--- src/rtl/onewire_slot_master.sv ---
module onewire_slot_master #(
  parameter int CLKS_PER_US = 100,
  parameter int MEAS_MAX_US = 480,
  parameter int CNT_W       = 10
) (
  input  logic             clk,
  input  logic             rst_n,
  input  logic             cmd_valid,
  input  logic [1:0]       cmd_op,
  input  logic             cmd_wbit,
  output logic             busy,
  output logic             done,
  output logic             rd_bit,
  output logic             presence,
  output logic             line_oe,
  input  logic             line_in,
  output logic [CNT_W-1:0] t_high,
  output logic [CNT_W-1:0] t_low,
  output logic [CNT_W-1:0] timebase
);
  localparam int PRE_W = $clog2(CLKS_PER_US + 1);
  localparam logic [PRE_W-1:0] PRE_LAST = PRE_W'(CLKS_PER_US - 1);
  localparam logic [CNT_W-1:0] MEAS_CAP = CNT_W'(MEAS_MAX_US);

  typedef enum logic [3:0] {
    S_IDLE, S_RLOW1, S_RWAIT, S_RREST1, S_RLOW2, S_MHIGH, S_MLOW, S_RREST2,
    S_W0LOW, S_W0REC, S_W1LOW, S_W1REC, S_RDLOW, S_RDWAIT, S_RDREC
  } state_t;

  state_t           state;
  logic [PRE_W-1:0] pre;
  logic [CNT_W-1:0] tmr, dur;
  logic [1:0]       sync;
  logic             line_s, tick, phase_end;
  logic [CNT_W:0]   sum;

  assign line_s    = sync[1];
  assign tick      = (pre == PRE_LAST);
  assign phase_end = tick && (tmr == dur - 1'b1);
  assign busy      = (state != S_IDLE);
  assign line_oe   = (state == S_RLOW1) || (state == S_RLOW2) ||
                     (state == S_W0LOW) || (state == S_W1LOW) || (state == S_RDLOW);
  assign sum       = {1'b0, t_high} + {1'b0, t_low};
  assign timebase  = CNT_W'(sum / 5 + 1);

  always_comb begin
    case (state)
      S_RLOW1, S_RLOW2, S_RREST2: dur = CNT_W'(480);
      S_RWAIT:                    dur = CNT_W'(60);
      S_RREST1:                   dur = CNT_W'(420);
      S_W0LOW, S_W1REC, S_RDREC:  dur = CNT_W'(60);
      S_RDWAIT:                   dur = CNT_W'(12);
      default:                    dur = CNT_W'(1);
    endcase
  end

  always_ff @(posedge clk) begin
    if (!rst_n) sync <= 2'b11;
    else        sync <= {sync[0], line_in};
  end

  always_ff @(posedge clk) begin
    if (!rst_n) begin
      state    <= S_IDLE;
      pre      <= '0;
      tmr      <= '0;
      done     <= 1'b0;
      rd_bit   <= 1'b0;
      presence <= 1'b0;
      t_high   <= '0;
      t_low    <= '0;
    end else begin
      done <= 1'b0;
      if (state == S_IDLE) begin
        pre <= '0;
        tmr <= '0;
        if (cmd_valid) begin
          case (cmd_op)
            2'b01: begin
              state    <= S_RLOW1;
              presence <= 1'b0;
              t_high   <= '0;
              t_low    <= '0;
            end
            2'b10:   state <= cmd_wbit ? S_W1LOW : S_W0LOW;
            2'b11:   state <= S_RDLOW;
            default: state <= S_IDLE;
          endcase
        end
      end else begin
        pre <= tick ? '0 : pre + 1'b1;
        if (state == S_MHIGH) begin
          if (tick) begin
            if (!line_s)              state  <= S_MLOW;
            else if (t_high == MEAS_CAP) state <= S_RREST2;
            else                      t_high <= t_high + 1'b1;
          end
        end else if (state == S_MLOW) begin
          if (tick) begin
            if (line_s)               state <= S_RREST2;
            else if (t_low == MEAS_CAP) state <= S_RREST2;
            else                      t_low <= t_low + 1'b1;
          end
        end else if (phase_end) begin
          tmr <= '0;
          case (state)
            S_RLOW1:  state <= S_RWAIT;
            S_RWAIT: begin
              presence <= !line_s;
              if (line_s) begin
                state <= S_IDLE;
                done  <= 1'b1;
              end else begin
                state <= S_RREST1;
              end
            end
            S_RREST1: state <= S_RLOW2;
            S_RLOW2:  state <= S_MHIGH;
            S_W0LOW:  state <= S_W0REC;
            S_W1LOW:  state <= S_W1REC;
            S_RDLOW:  state <= S_RDWAIT;
            S_RDWAIT: begin
              rd_bit <= line_s;
              state  <= S_RDREC;
            end
            default: begin
              state <= S_IDLE;
              done  <= 1'b1;
            end
          endcase
        end else if (tick) begin
          tmr <= tmr + 1'b1;
        end
      end
    end
  end
endmodule


--- config.mk ---
export PLATFORM = sky130hd
export DESIGN_NAME = onewire_slot_master
export DESIGN_NICKNAME = d
export VERILOG_FILES = /design/src/rtl/onewire_slot_master.sv
export SDC_FILE = /design/constraint.sdc
export NUM_CORES = 1
export LEC_CHECK = 0
export ABC_AREA = 1
export BUFFER_PORTS_ARGS = -buffer_cell sky130_fd_sc_hd__buf_4
export CORE_ASPECT_RATIO = 0.5
export CORE_UTILIZATION = 42
export CTS_CLUSTER_SIZE = 10
export DETAILED_ROUTE_END_ITERATION = 7
export GPL_TIMING_DRIVEN = 0
export PLACE_DENSITY = 0.67
export SLEW_MARGIN = 10
export SYNTH_ARGS = -nofsm -noshare
export SYNTH_HDL_FRONTEND = slang
export SYNTH_SLANG_ARGS = --single-unit
--- constraint.sdc ---
create_clock -name clk -period 8.6 [get_ports clk]
set_clock_uncertainty 0.15 [all_clocks]
set_input_delay 0 -clock clk [delete_from_list [all_inputs] [get_ports clk]]
set_output_delay 0 -clock clk [all_outputs]
set_load 0.005 [all_outputs]
==> results.tsv <==
metric	value	unit
vias in the first global route	5152	
Via density	5.041	
initial core utilization	43.46	%
setup TNS	0	ns
post-DP HPWL	10710	um
xor-xnor portion of the synthesized cell area	5.035	%
CP dominant cell by count	nand2_1	
Crit-path slowest cell	dfxtp_1	
total die area	13750	um^2
initial antenna violation count	0	
Post-synth EDFFs	0	
Post-route DRC	0	
via count	5717	
GP Congestion	0.9011	
ys async rst share	0	%
setup violators final	0	
Yosys cell types	53	
gr usage total	19.84	%
Core Footprint	12810	um^2
Die H	83.41	um
Pins Over Slew Limit	0	
Chip Width	164.8	um
complex-gate fraction of the synthesized area	10.54	%
CTS max path bufs	2	
DRT iter0 DRCs	319	
clock root buffer	clkbuf_16	
diode count	0	
CTS tree	done	
grt total ovfl	0	
I/O pin total	42	
Clock Latency Late Sink	0.30	ns
number of synthesis warnings	0	
outcome	finished, final reports clean	
final wirelength	13340	um
synthesis-to-layout area growth	15.40	%
Peak supply drop	0.1436	mV
CTS buffer count	5	
post-layout util	50.15	%
Slowest Stage Delay on Critical Path	0.37	ns
antenna viol nets, final	0	
Synth Area per Inst	6.165	um^2
PortBufs	41	
Tcrit/Tclk final	92.51	%
ranking of synthesized cells by area	dfxtp_1 (19%), nand2_1 (15%), inv_1 (9.3%)	
CP Launch Type	register	
WL/cell	11.76	um
nets	996	
FMAX	125.7	MHz
cell family with most CP delay	simple AND/OR/NAND/NOR gates	
buffers plus inverters on the worst setup path	9	
sequential fraction of the synthesis area	19.06	%
worst hold path type	input pin to register	
first-pass GRT wire length	22750	um
simple-gate portion of the synthesized area	47.38	%
crit path time final	7.955	ns
Clock Sinks	53	
Max-slew headroom	30.17	%
Critical Path RT	8.45	ns
post-synth net total	936	
multiplexer share of the synthesized area	0	%
slew at the pin closest to its max-slew limit	1.038	ns
post-synth top area cell	dfxtp_1	
Pre-antenna DRT Iters	5	
Mapped Cells	903	
hold_ws	0.04254	ns
Final Power	845.5	uW
main combinational cell family by area after synthesis	simple AND/OR/NAND/NOR gates	
Worst Setup End Kind	primary output	
synthesized area	5567	um^2
post-synth top area share	19.06	%
clk slew on worst S/H paths	0.07	ns
Synth Area in Adders	5.979	%
Max-cap violations	0	
largest net degree at the start of global routing	18	
layout cells sized above 1	18.05	%
Worst Path Max Fanout	10	
Power Density	131.6	nW/um^2
H-tree levels	2	
WP data arrival	7.81	ns
Leak Pwr	0.003459	uW
Synth Flop Type	dfxtp_1	
CP Class	register to primary output	
reg2reg setup slack	4.79	ns
Rows	29	
final hold vios	0	
synthesis-stage register bit count	53	
placed cells by master (no fill, tap or decap), types with 12 or more instances in the layout:
cell type / instances
nand2_1: 221
inv_1: 138
nor2_1: 80
nand3_1: 76
dfxtp_1: 52
buf_4: 51
a21oi_1: 37
o21ai_0: 28
nand2_2: 27
nand4_1: 24
ha_1: 24
xor2_1: 22
nand3_2: 17
nor3_1: 15
inv_2: 15
nand2_4: 12
metal layers:
metal	GRT usage [%]	up-vias	share of wire (%)	routed length [um]
met2	34.80	72	47	6267
met3	2.148	12	2.6	350
met4	3.586	0	0.64	85
met5	0	-	0	0
li1	-	3043	-	-
met1	26.24	2590	50	6631
worst register-to-register path, stage by stage, from the launching register on:
cell and delay [ns]:
dfxtp_1 0.38, ha_1 0.20, inv_1 0.05, nor4_1 0.84, nand3_1 0.15, nor3_1 0.23
nand4_1 0.20, nand3_1 0.11, nand2_1 0.05, inv_1 0.17, o21ai_0 0.12, o211ai_1 0.26
ha_1 0.34, nor2_1 0.13, inv_1 0.10, nand2_1 0.11, a21boi_0 0.16
path summary, 6_finish.rpt:
path | from | endpoint | cells after the start
min reg2reg | sync[0] | sync[1] | 1
max | t_high[0] | timebase[8] | 57
min | cmd_op[1] | presence | 6
max reg2reg | pre[0] | dur[0] | 16
Yosys cell counts (3+ instances only):
cell type  instances
nand3b_1           7
nor2_1            83
ha_1              25
nand4_1           24
nand2_4           11
nand3_4            3
nor4_1             8
buf_6              4
xor2_1            22
o211ai_1           6
or2_2              4
nor3b_1            4
a211oi_1           6
inv_1            138
nor2_4             4
nand3_2           15
nor2_2             8
nor3_1            16
a31oi_1            5
nand2_1          224
nand2_2           25
o21ai_2            3
o21ai_0           28
inv_2             15
a21oi_1           37
nand3_1           78
o21a_1             3
dfxtp_1           53
xnor2_1           10
power by group:
| part | switching, uW | internal, uW |
|---|---|---|
| clock | 92.2 | 138 |
| sequential | 25.9 | 272 |
| combinational | 199 | 118 |
layout make-up:
| class | instances | area (um^2) |
|---|---|---|
| Sequential cell | 53 | 1062 |
| Tap cell | 170 | 212.7 |
| Clock buffer | 5 | 125.1 |
| Buffer | 8 | 67.56 |
| Inverter | 158 | 600.6 |
| Timing Repair Buffer | 52 | 397.9 |
| Clock inverter | 3 | 46.29 |
| Multi-Input combinational cell | 685 | 3911 |
| Fill cell | 1323 | 6385 |
flip-flops by register name (all words and copies together), names as in the netlist:
signal,flops
rd_bit,1
tmr,10
t_low,10
dur,7
sync,2
pre,7
done,1
state,4
presence,1
t_high,10
timing repair:
item | CTS | global route
resized for setup | 0 | 17
hold buffers | 3 | 0
endpoints found under the setup margin | 0 | 5
setup buffers | 0 | 8
hold endpoints to repair | 5 | 0
cells by family (layout without fill, tap and decap cells):
family / count (synthesis) / in the layout
DFF: 53 / 53
adders and majority gates: 26 / 26
and+or+nand+nor: 526 / 527
xor gates and xnor gates: 32 / 32
AOI/OAI and AO/OA: 100 / 100
buffers and inverters: 166 / 226
through the flow:
stage	instances	area [um^2]	setup slack, ns
after floorplan	903	5567	1.775
after global placement	1114	6087	0.5828
after detailed placement	1114	6087	0.5053
after CTS	1125	6289	0.1522
after global routing	1134	6424	-0.02914
final	1134	6424	0.6446
(Power assumes the default switching activity.)
